`config.mk`:
```
export PLATFORM = sky130hd
export DESIGN_NAME = pirq_aggregator
export DESIGN_NICKNAME = d
export VERILOG_FILES = /design/src/rtl/pirq_pkg.sv /design/src/rtl/pirq_bank.sv /design/src/rtl/pirq_bus_ctrl.sv /design/src/rtl/pirq_aggregator.sv
export SDC_FILE = /design/constraint.sdc
export NUM_CORES = 1
export LEC_CHECK = 0
export ABC_AREA = 1
export BUFFER_PORTS_ARGS = -buffer_cell sky130_fd_sc_hd__buf_4
export CORE_UTILIZATION = 35
export CTS_CLUSTER_DIAMETER = 60
export DETAILED_ROUTE_END_ITERATION = 16
export GPL_TIMING_DRIVEN = 0
export RECOVER_POWER = 100
export REMOVE_ABC_BUFFERS = 1
export SKIP_LAST_GASP = 1
export SLEW_MARGIN = 10
export SYNTH_ARGS = -nofsm -noshare
export SYNTH_HDL_FRONTEND = slang
export SYNTH_SLANG_ARGS = --single-unit
```
`constraint.sdc`:
```
create_clock -name clk -period 2.8 [get_ports clk]
set_input_delay 0.28 -clock clk [delete_from_list [all_inputs] [get_ports clk]]
set_output_delay 0.28 -clock clk [all_outputs]
set_load 0.005 [all_outputs]
```
`src/rtl/pirq_pkg.sv`:
```
package pirq_pkg;

    localparam int ADDR_W    = 16;
    localparam int DATA_W    = 8;
    localparam int NUM_BANKS = 4;
    localparam int PAGE_W    = ADDR_W - 8;

    localparam logic [ADDR_W-1:0] SUMMARY_ADDR = 16'h0550;

    localparam logic [7:0] OFF_RAW     = 8'h10;
    localparam logic [7:0] OFF_TYPE    = 8'h11;
    localparam logic [7:0] OFF_POL_HI  = 8'h12;
    localparam logic [7:0] OFF_POL_LO  = 8'h13;
    localparam logic [7:0] OFF_CLR     = 8'h14;
    localparam logic [7:0] OFF_EN_SET  = 8'h15;
    localparam logic [7:0] OFF_EN_CLR  = 8'h16;
    localparam logic [7:0] OFF_LATCHED = 8'h18;

    function automatic logic [PAGE_W-1:0] bank_page(input int idx);
        case (idx)
            0:       return 8'h09;
            1:       return 8'h24;
            2:       return 8'hC0;
            default: return 8'hC1;
        endcase
    endfunction

    function automatic int bank_width(input int idx);
        return (idx == 0) ? 5 : 1;
    endfunction

    function automatic int bank_lsb(input int idx);
        int acc;
        acc = 0;
        for (int k = 0; k < idx; k++) acc += bank_width(k);
        return acc;
    endfunction

    localparam int SRC_TOTAL = bank_lsb(NUM_BANKS);

    typedef enum logic [0:0] {
        BUS_IDLE = 1'b0,
        BUS_RESP = 1'b1
    } bus_state_e;

endpackage

```
`src/rtl/pirq_bank.sv`:
```
module pirq_bank #(
    parameter int NSRC = 1,
    parameter int DW   = 8
) (
    input  logic            clk,
    input  logic            rst_n,
    input  logic            wr_en,
    input  logic [7:0]      offset,
    input  logic [DW-1:0]   wdata,
    input  logic [NSRC-1:0] src,
    output logic [DW-1:0]   rdata,
    output logic            pending
);
    import pirq_pkg::*;

    logic [NSRC-1:0] type_q, hi_q, lo_q, en_q, lat_q, prev_q;
    logic [NSRC-1:0] wmask, rise, fall, edge_hit, lvl_hit, hit, clr_mask, lat_d;
    logic            unused_wdata;

    assign wmask        = wdata[NSRC-1:0];
    assign unused_wdata = ^wdata;

    always_comb begin
        rise     = src & ~prev_q;
        fall     = prev_q & ~src;
        edge_hit = (hi_q & rise) | (lo_q & fall);
        lvl_hit  = (hi_q & src) | (lo_q & ~src);
        hit      = (type_q & edge_hit) | (~type_q & lvl_hit);
        clr_mask = (wr_en && offset == OFF_CLR) ? wmask : '0;
        lat_d    = (lat_q | (hit & en_q)) & ~clr_mask;
    end

    always_ff @(posedge clk) begin
        if (!rst_n) begin
            type_q <= '0;
            hi_q   <= '0;
            lo_q   <= '0;
            en_q   <= '0;
            lat_q  <= '0;
            prev_q <= '0;
        end else begin
            prev_q <= src;
            lat_q  <= lat_d;
            if (wr_en) begin
                case (offset)
                    OFF_TYPE:   type_q <= wmask;
                    OFF_POL_HI: hi_q   <= wmask;
                    OFF_POL_LO: lo_q   <= wmask;
                    OFF_EN_SET: en_q   <= en_q | wmask;
                    OFF_EN_CLR: en_q   <= en_q & ~wmask;
                    default:    ;
                endcase
            end
        end
    end

    always_comb begin
        rdata = '0;
        case (offset)
            OFF_RAW:     rdata[NSRC-1:0] = src;
            OFF_TYPE:    rdata[NSRC-1:0] = type_q;
            OFF_POL_HI:  rdata[NSRC-1:0] = hi_q;
            OFF_POL_LO:  rdata[NSRC-1:0] = lo_q;
            OFF_EN_SET,
            OFF_EN_CLR:  rdata[NSRC-1:0] = en_q;
            OFF_LATCHED: rdata[NSRC-1:0] = lat_q;
            default:     rdata = '0;
        endcase
    end

    assign pending = |lat_q;

    // a cleared bit is zero after the clearing edge
    assert_clear_wins_R9: assert property (@(posedge clk) disable iff (!rst_n)
        (wr_en && offset == OFF_CLR) |=> ((lat_q & $past(wdata[NSRC-1:0])) == '0));

    // a newly latched bit needs the enable of the previous cycle
    assert_latch_gated_R8: assert property (@(posedge clk) disable iff (!rst_n)
        rst_n |=> ((lat_q & ~$past(lat_q) & ~$past(en_q)) == '0));

    // set bits are present after an enable-set write
    assert_en_set_R3: assert property (@(posedge clk) disable iff (!rst_n)
        (wr_en && offset == OFF_EN_SET) |=>
            ((en_q & $past(wdata[NSRC-1:0])) == $past(wdata[NSRC-1:0])));

    // cleared bits are absent after an enable-clear write
    assert_en_clr_R3: assert property (@(posedge clk) disable iff (!rst_n)
        (wr_en && offset == OFF_EN_CLR) |=> ((en_q & $past(wdata[NSRC-1:0])) == '0));

endmodule

```
`src/rtl/pirq_bus_ctrl.sv`:
```
module pirq_bus_ctrl #(
    parameter int NB = 4,
    parameter int AW = 16,
    parameter int DW = 8
) (
    input  logic                  clk,
    input  logic                  rst_n,
    input  logic                  bus_valid,
    input  logic                  bus_write,
    input  logic [AW-1:0]         bus_addr,
    input  logic [NB-1:0][DW-1:0] bank_rdata,
    input  logic [NB-1:0]         summary,
    output logic [NB-1:0]         bank_wr,
    output logic [7:0]            offset,
    output logic [DW-1:0]         bus_rdata,
    output logic                  bus_rvalid
);
    import pirq_pkg::*;

    bus_state_e    state_q, state_d;
    logic [NB-1:0] page_hit;
    logic [DW-1:0] rd_mux, rdata_q;
    logic          rd_req;

    assign offset = bus_addr[7:0];
    assign rd_req = bus_valid && !bus_write;

    for (genvar i = 0; i < NB; i++) begin : g_dec
        assign page_hit[i] = (bus_addr[AW-1:8] == bank_page(i));
        assign bank_wr[i]  = bus_valid && bus_write && page_hit[i];
    end

    always_comb begin
        rd_mux = '0;
        if (bus_addr == SUMMARY_ADDR) rd_mux[NB-1:0] = summary;
        for (int i = 0; i < NB; i++) begin
            if (page_hit[i]) rd_mux = bank_rdata[i];
        end
    end

    // next-state logic
    always_comb begin
        state_d = state_q;
        unique case (state_q)
            BUS_IDLE: state_d = rd_req ? BUS_RESP : BUS_IDLE;  // READ_ACCEPT / IDLE_HOLD
            BUS_RESP: state_d = rd_req ? BUS_RESP : BUS_IDLE;  // READ_CHAIN / RESP_DONE
        endcase
    end

    // state register and read data capture
    always_ff @(posedge clk) begin
        if (!rst_n) begin
            state_q <= BUS_IDLE;
            rdata_q <= '0;
        end else begin
            state_q <= state_d;
            if (rd_req) rdata_q <= rd_mux;
        end
    end

    // outputs
    always_comb begin
        bus_rvalid = 1'b0;
        bus_rdata  = '0;
        unique case (state_q)
            BUS_IDLE: ;
            BUS_RESP: begin
                bus_rvalid = 1'b1;
                bus_rdata  = rdata_q;
            end
        endcase
    end

    assert_rvalid_follows_read_R2: assert property (@(posedge clk) disable iff (!rst_n)
        rd_req |=> bus_rvalid);

    assert_no_spurious_rvalid_R2: assert property (@(posedge clk) disable iff (!rst_n)
        !rd_req |=> !bus_rvalid);

    assert_single_write_target_R3: assert property (@(posedge clk) disable iff (!rst_n)
        $onehot0(bank_wr));

endmodule

```
`src/rtl/pirq_aggregator.sv`:
```
module pirq_aggregator #(
    parameter int ADDR_W = pirq_pkg::ADDR_W,
    parameter int DATA_W = pirq_pkg::DATA_W
) (
    input  logic                           clk,
    input  logic                           rst_n,
    input  logic                           bus_valid,
    input  logic                           bus_write,
    input  logic [ADDR_W-1:0]              bus_addr,
    input  logic [DATA_W-1:0]              bus_wdata,
    output logic [DATA_W-1:0]              bus_rdata,
    output logic                           bus_rvalid,
    input  logic [pirq_pkg::SRC_TOTAL-1:0] src_in,
    output logic                           irq_out
);
    import pirq_pkg::*;

    localparam int NB = NUM_BANKS;

    logic [NB-1:0]             bank_wr;
    logic [NB-1:0]             summary;
    logic [NB-1:0][DATA_W-1:0] bank_rdata;
    logic [7:0]                offset;

    pirq_bus_ctrl #(.NB(NB), .AW(ADDR_W), .DW(DATA_W)) u_bus (
        .clk        (clk),
        .rst_n      (rst_n),
        .bus_valid  (bus_valid),
        .bus_write  (bus_write),
        .bus_addr   (bus_addr),
        .bank_rdata (bank_rdata),
        .summary    (summary),
        .bank_wr    (bank_wr),
        .offset     (offset),
        .bus_rdata  (bus_rdata),
        .bus_rvalid (bus_rvalid)
    );

    for (genvar i = 0; i < NB; i++) begin : g_bank
        localparam int W   = bank_width(i);
        localparam int LSB = bank_lsb(i);
        pirq_bank #(.NSRC(W), .DW(DATA_W)) u_bank (
            .clk     (clk),
            .rst_n   (rst_n),
            .wr_en   (bank_wr[i]),
            .offset  (offset),
            .wdata   (bus_wdata),
            .src     (src_in[LSB +: W]),
            .rdata   (bank_rdata[i]),
            .pending (summary[i])
        );
    end

    assign irq_out = |summary;

    // the host line only rises when some bank has just gained a pending bit
    assert_irq_rise_has_cause_R10: assert property (@(posedge clk) disable iff (!rst_n)
        $rose(irq_out) |-> ((summary & ~$past(summary)) != '0));

endmodule

```
# --- Yosys cells after proc, flatten, opt, wreduce, memory -nomap -nowiden ---
# Index checks and enable logic that the tools add are counted.
totals:
  in_bits: 36
  elab_cells: 172
  reg_bits: 57
classes:
  bitwise: 82
  eq_ne: 13
  reduce_logical: 31
  muxes: 20
op_table:
  columns: ["op", "count"]
  rows:
  - ["8-bit by 5-bit == test with 1-bit output (second input constant)", 8]
  - ["5-bit AND", 11]
  - ["1-bit AND", 33]
  - ["2-bit AND reduction", 16]
  - ["5-bit one-hot mux with 6 select lines", 1]
  - ["5-bit two-way mux", 5]
  - ["5-bit NOT", 5]
  - ["5-bit OR", 5]
  - ["1-bit one-hot mux with 6 select lines", 3]
  - ["16-bit by 11-bit == test with 1-bit output (second input constant)", 1]
  - ["8-bit == test (second input constant)", 2]
  - ["1-bit OR", 15]
  - ["1-bit NOT", 13]
  - ["1-bit logical AND", 10]
  - ["5-bit one-hot mux with 2 select lines", 1]
  - ["8-bit by 4-bit == test with 1-bit output (second input constant)", 1]
  - ["8-bit by 6-bit == test with 1-bit output (second input constant)", 1]
  - ["8-bit two-way mux", 1]
  - ["8-bit OR reduction", 1]
  - ["1-bit one-hot mux with 2 select lines", 3]
  - ["1-bit two-way mux", 5]
  - ["5-bit OR reduction", 1]
  - ["4-bit two-way mux", 1]
  - ["2-bit nonzero test", 1]
  - ["other kinds (2)", 2]

# --- Depth between registers and ports, before layout ---
# Gate-level depths: netlist (run 1).
depth:
  depth_word: 9
  depth_mapped: 12
  ltp_nobuf: 11

# --- Modules after synthesis ---
# From an unflattened synthesis (run 1), not the netlist that was laid out.
hier_totals:
  hier_cells: 715
  area_unflattened_um2: 4199.0
by_module_without_submodules:
  columns: ["module", "instances", "area_each_um2", "cells_per_inst"]
  rows:
  - ["pirq_bank (g_bank[0].u_bank)", 1, 1692.9, 263]
  - ["pirq_bank (g_bank[1].u_bank ...)", 3, 526.8, 95]
  - ["pirq_bus_ctrl", 1, 914.6, 164]
  - ["pirq_aggregator", 1, 11.3, 3]

# --- Least setup slack after synthesis (run 1) ---
# No wires, ideal clock.
synth_path:
  path_kind: "in2reg"
  startpoint: "in bus_addr[5]"
  endpoint: "reg (tool-made name)"
  n_path_buf: 1
  arrival_ns: 1.197
  path_stages: 7
  t_required_ns: 2.658
  setup_ns: 0.142
  slack_ns: 1.461
  path_cell_list: "inv_1 > nand2_1 > nor2_2 > buf_2 > nand2_1 > nor2_1 > a311oi_1"
synth_rtl:
  columns: ["item", "line_no", "rtl"]
  rows:
  - ["start: declaration", "pirq_aggregator.sv:9", "input logic [ADDR_W-1:0] bus_addr,"]

==> results.md, run 1 <==
* Cell-by-cell trace of the critical path: clkbuf_1 > inv_1 > a311oi_1
* Leakage dissipation at ~1.5 nW
* Global-route wire length before repair at approximately 13000 um
* Average wire per standard cell at 14.03 um
* DRC errors left at 0
* Share of final-layout standard cells stronger than drive strength 1 at 15.58%
* Die area at around 8700 um^2
* Min-Delay Path Class: input port to flop
* Critical path's top delay family: buffers and inverters
* Register area share after synthesis at between 30% and 40%
* Worst r2r src: g_bank[0].u_bank.lat_q[1]
* XOR/XNOR Fraction of Synth Area at 0%
* Pwr Density at 453.4 nW/um^2
* Total of fill cells in the finished design at 840
* Number of setup buffers added after CTS at 0
* Final setup skew at 9.690 ps
* TritonCTS clock tree: built
* Cell types with the largest area share after synthesis: dfxtp_1 37%, nand2_1 12%, a21oi_1 7.6%
* Iteration-0 DRC Markers at 180
* Via count of the first global-routing pass at 2619
* CP endpoint kind: flop
* CTS Buffer Depth at 2
* Pin count of the biggest net entering global routing at 35
* Main combinational cell family by area after synthesis: simple AND/OR/NAND/NOR gates
* Required time at the endpoint of the critical path at 3010 ps
* All-layer global routing usage at 19.58%
* Setup crit start kind: input port
* CP Data Arrival Time at 2610 ps
* Critical setup path kind: input port to flop
* Setup TNS at 0 ps
* Fraction of synthesized area in multiplexers at 0%
* Core area at 7888 um^2
* Post-route core utilization at 43.00%
* Synthesized instance count at 437
* Most frequent cells in the layout: 94 x nand2_1, 55 x inv_1, 54 x dfxtp_1
* Destination of the worst register-to-register timing path: u_bus.rdata_q[0]
* Final hold violation count at 0
* Detailed-placement wirelength estimate at 5816 um
* Worst R2R Setup Slack at 1510 ps
* Cell type with the highest aggregate area in the netlist: dfxtp_1
* Effective utilization at floorplan at 36.88%
* Setup repair after global routing missed its margin: no
* Yosys reg bits at 54
* Total Wirelength at 8095 um
* Area fraction of the dominant cell type after synthesis at 37.16%
* Outcome: finished, final reports clean
* Number of nets at the end of the flow at 510
* Skew-Pair Late Insertion Delay at between 300 and 400 ps
* Fraction of the mapped netlist area in compound gates at 19.87%
* Library cells used by synthesis at 30
* Synth Area in Adders at 0%
* Leading cell type in the layout, fill and taps excluded: nand2_1
* Final Setup Violations at 0
* Number of antenna diodes at 0
* Count of maximum capacitance violations at 0
* Antenna violations before repair at 0
* Clock slew seen by the registers of the worst setup and hold paths at around 100 ps
* Buffering stage count on the worst path with inverters included at 2
* Hold Crit Depth at 3
* Vias at 2928
* Number of buffers inserted for hold repair after clock tree synthesis at 0
* Length in cells of the worst reg-to-reg path at 8
* Worst IR drop on VDD at 0.0001885 V
* # rows at 32
* Simple-gate share of the synthesized area at 32.17%
* Post-route minimum period at 2396 ps
* Drt via density at around 5
* Hold worst-path end: g_bank[0].u_bank.prev_q[1]
* Worst Min Path Start: src_in[1]
* Leftover overflow at the end of global routing at 0
* Clk sinks at 54
* Number of warnings reported in the yosys synthesis log at 0
* Chip width at 93.17 um
* I/O pins at 46
* Maximum clock frequency at about 420 MHz
* Number of clock buffers inserted by TritonCTS at 5
* Netlist area before placement at about 2900 um^2
* Worst slew slack as a fraction of its limit at 1.542%
* Number of port buffers at 39
* Worst slack, placed at ~380 ps
* Logic depth of the worst setup path including buffers at 3
* Number of iterations in the first detailed-routing pass at 6
* Die height at between 90 and 100 um
* Final critical-path setup slack at 403.7 ps
* RD Place Congestion at around 0.81
* Largest incremental delay on the critical path at 1050 ps
* Crit share post-route at between 80% and 90%
* Quantity of gates resized following cts at 0
* Number of H-tree branching levels at 2
* Number of pins with negative max-slew slack in the final report at 0
* Root buffer selected by CTS: clkbuf_8
* Average cell area after synthesis at roughly 6.7 um^2
* Worst slew pin tran at around 1500 ps
* Antenna viol nets, final at 0
* Highest-delay cell along the critical path: clkbuf_1
* Area delta synth->final at 16.60%
* Largest fanout on the critical path at 34
-- per-stage QoR --
stage                     cell area, um^2  power (mW)  hold WS (ps)  std cells
after global placement               3276      0.9060         454.8        569
after CTS                            3418       1.545         159.5        577
after global routing                 3392       1.594         162.3        577
after floorplan                      2855      0.8413         373.5        428
final                                3392       1.538         162.4        577
after detailed placement             3276      0.9074         458.6        569
-- worst register-to-register path, delay by kind of cell, from the launching register on --
kind	cells	cell delay, ps
DFF	1	330
AOI/OAI and AO/OA	2	230
and+or+nand+nor	6	600
-- cell usage after synthesis --
library cell	n
a311oi_1	13
nor3_2	3
inv_2	10
buf_6	1
a21oi_1	44
nand2_2	4
nor3_1	5
nand4_1	4
clkinv_2	1
nand2_1	91
buf_2	1
nand2_4	1
o22ai_1	2
nor2_1	47
o31ai_1	6
o21ai_0	31
nor2_2	6
a31oi_1	3
nand3_1	34
inv_1	55
or4_1	1
clkbuf_1	6
o21ai_1	1
dfxtp_1	54
nor2_4	5
buf_4	3
conb_1	1
or2_2	2
a211oi_1	1
nand3_4	1
-- power breakdown --
group          internal, mW  switching (mW)  total (mW)  leakage (nW)
Combinational        0.0426          0.0678       0.110         0.965
Sequential            0.774         0.00390       0.778         0.437
Clock                 0.381           0.268       0.649        0.0714
-- cell type report --
type	count	area, um^2	area share (%)
Inverter	66	249.0	7.340
Clock inverter	2	60.06	1.771
Timing Repair Buffer	39	289.0	8.521
Multi-Input combinational cell	308	1503	44.30
Tap cell	102	127.6	3.762
Clock buffer	6	82.58	2.435
Sequential cell	54	1081	31.87
-- cell families (layout without fill, tap and decap cells) --
kind of cell / after synthesis / in the layout
AO/OA/AOI/OAI: 101 / 101
AND/OR/NAND/NOR: 204 / 204
other: 1 / 3
buffers and inverters: 77 / 113
flip-flops: 54 / 54
-- per-layer routing --
layer  up-vias  GRT usage, %  wire [um]
met5         -             0          0
met4         0         5.256        136
met3         9         3.333        449
met2        88         32.23       3686
met1      1325         26.38       3823
li1       1506             -          -
-- how the worst max path moves through the flow --
stage | slack [ps] | to | startpoint
after floorplan | 1080 | u_bus.rdata_q[0] | bus_addr[5]
after global placement | 410 | u_bus.rdata_q[4] | bus_addr[5]
after detailed placement | 380 | u_bus.rdata_q[4] | bus_addr[5]
after CTS | 710 | u_bus.rdata_q[4] | bus_addr[5]
after global routing | 260 | flop | rst_n
final | 400 | flop | rst_n
(Power assumes the default switching activity.)
==> inputs of run 2 (changes only) <==
- RECOVER_POWER: 100 -> unset
==> run 2 against run 1 <==
Compared with the run above: non-clock buffer count is the same; final area is 0.77% higher; global-route usage unchanged; clock-buffer cell count did not move; largest power group unchanged.
==> results.md, run 2 (synthesis results as in run 1) <==
* Leading cell type in the layout, fill and taps excluded: nand2_1
* Global-route wire length before repair at 13120 um
* Via count of the first global-routing pass at 2619
* Share of final-layout standard cells stronger than drive strength 1 at 16.84%
* Total Wirelength at slightly above 8000 um
* Pin count of the biggest net entering global routing at 35
* Skew-Pair Late Insertion Delay at 320 ps
* Number of pins with negative max-slew slack in the final report at 0
* Post-route core utilization at 43.34%
* Number of iterations in the first detailed-routing pass at 6
* Iteration-0 DRC Markers at 169
* Number of buffers inserted for hold repair after clock tree synthesis at 0
* Count of maximum capacitance violations at 0
* CP endpoint kind: flop
* Outcome: finished, final reports clean
* Clk sinks at 54
* Number of clock buffers inserted by TritonCTS at 5
* Antenna violations before repair at 0
* Length in cells of the worst reg-to-reg path at 8
* Crit share post-route at 76.18%
* Number of antenna diodes at 0
* Drt via density at 5.073
* Hold Crit Depth at 2
* DRC errors left at 0
* Setup crit start kind: input port
* I/O pins at 46
* Detailed-placement wirelength estimate at 5816 um
* Worst slew pin tran at 918.9 ps
* Number of setup buffers added after CTS at 0
* Pwr Density at approximately 450 nW/um^2
* Hold Worst Slack at 164.2 ps
* Die area at 8680 um^2
* # rows at 32
* CTS Buffer Depth at 2
* TritonCTS clock tree: built
* Required time at the endpoint of the critical path at 3050 ps
* Number of port buffers at 39
* Number of H-tree branching levels at 2
* Leftover overflow at the end of global routing at 0
* Worst slew slack as a fraction of its limit at 38.67%
* Number of nets at the end of the flow at 510
* Core area at about 7900 um^2
* Die height at 93.17 um
* Final setup skew at 11.14 ps
* Most frequent cells in the layout: 91 x nand2_1, 55 x inv_1, 54 x dfxtp_1
* All-layer global routing usage at between 15 and 20%
* Leakage dissipation at 1.485 nW
* Setup TNS at 0 ps
* Root buffer selected by CTS: clkbuf_8
* CP Data Arrival Time at between 2000 and 2500 ps
* Clock slew seen by the registers of the worst setup and hold paths at 100 ps
* Vias at 2927
* Effective utilization at floorplan at between 30% and 40%
* Setup repair after global routing missed its margin: no
* Chip width at slightly above 90 um
* Area delta synth->final at 17.51%
* Critical setup path kind: input port to flop
* Antenna viol nets, final at 0
* Quantity of gates resized following cts at 0
* RD Place Congestion at 0.8144
* Post-route minimum period at 2133 ps
* Min-Delay Path Class: input port to flop
* Worst IR drop on VDD at roughly 0.00019 V
* Final Setup Violations at 0
* Average wire per standard cell at between 10 and 15 um
* Largest fanout on the critical path at 20
* Final hold violation count at 0
* Maximum clock frequency at between 400 and 500 MHz
==> run 2: cell count changes in the layout (fill, tap and decap cells not counted), sizes merged <==
cell	before	now
clkbuf	15	6
buf	30	39
==> run 2: critical path: stages <==
cell	delay (ps)
buf_4	110
inv_1	40
nand2_1	70
nor2_2	720
nand2_2	370
inv_2	270
nand2_1	70
nand2_1	60
a21oi_1	30
nand4_1	130
nand3_1	80
a21oi_1	120
==> run 2: final cells by class <==
class	count	area, um^2
inverter	66	249.0
clock inverter	2	60.06
sequential	54	1081
fill	834	4469
multi-input combinational	308	1525
clock buffer	6	82.58
timing repair buffer	39	292.8
tap	102	127.6
==> run 2: routing by layer <==
layer  up-vias  share of wire (%)  global-route usage, %
met5         -                  0                      0
met1      1327                 47                  26.38
met2        87                 46                  32.23
li1       1506                  -                      -
met4         0                1.3                  5.256
met3         7                5.0                  3.333
==> run 2: worst paths after layout <==
| kind | slack (ps) | from | to |
|---|---|---|---|
| setup / recovery | 670 | bus_addr[5] | u_bus.rdata_q[4] |
| setup reg to reg | 1530 | g_bank[0].u_bank.lat_q[1] | u_bus.rdata_q[0] |
| hold / removal | 160 | bus_wdata[3] | flop |
| hold reg to reg | 470 | u_bus.rdata_q[1] | u_bus.rdata_q[1] |
==> run 2: through the flow <==
stage / power, mW / setup slack, ps / instances / cell area (um^2)
after floorplan: 0.8413 / 1076 / 428 / 2855
after global placement: 0.9060 / 407.6 / 569 / 3276
after detailed placement: 0.9074 / 379.4 / 569 / 3276
after CTS: 1.545 / 712.3 / 577 / 3418
after global routing: 1.595 / 448.5 / 577 / 3418
final: 1.539 / 666.9 / 577 / 3418
==> run 2: where the power goes <==
| part | internal (mW) | switching (mW) |
|---|---|---|
| combinational | 0.0431 | 0.0684 |
| clock | 0.382 | 0.268 |
| sequential | 0.774 | 0.00390 |
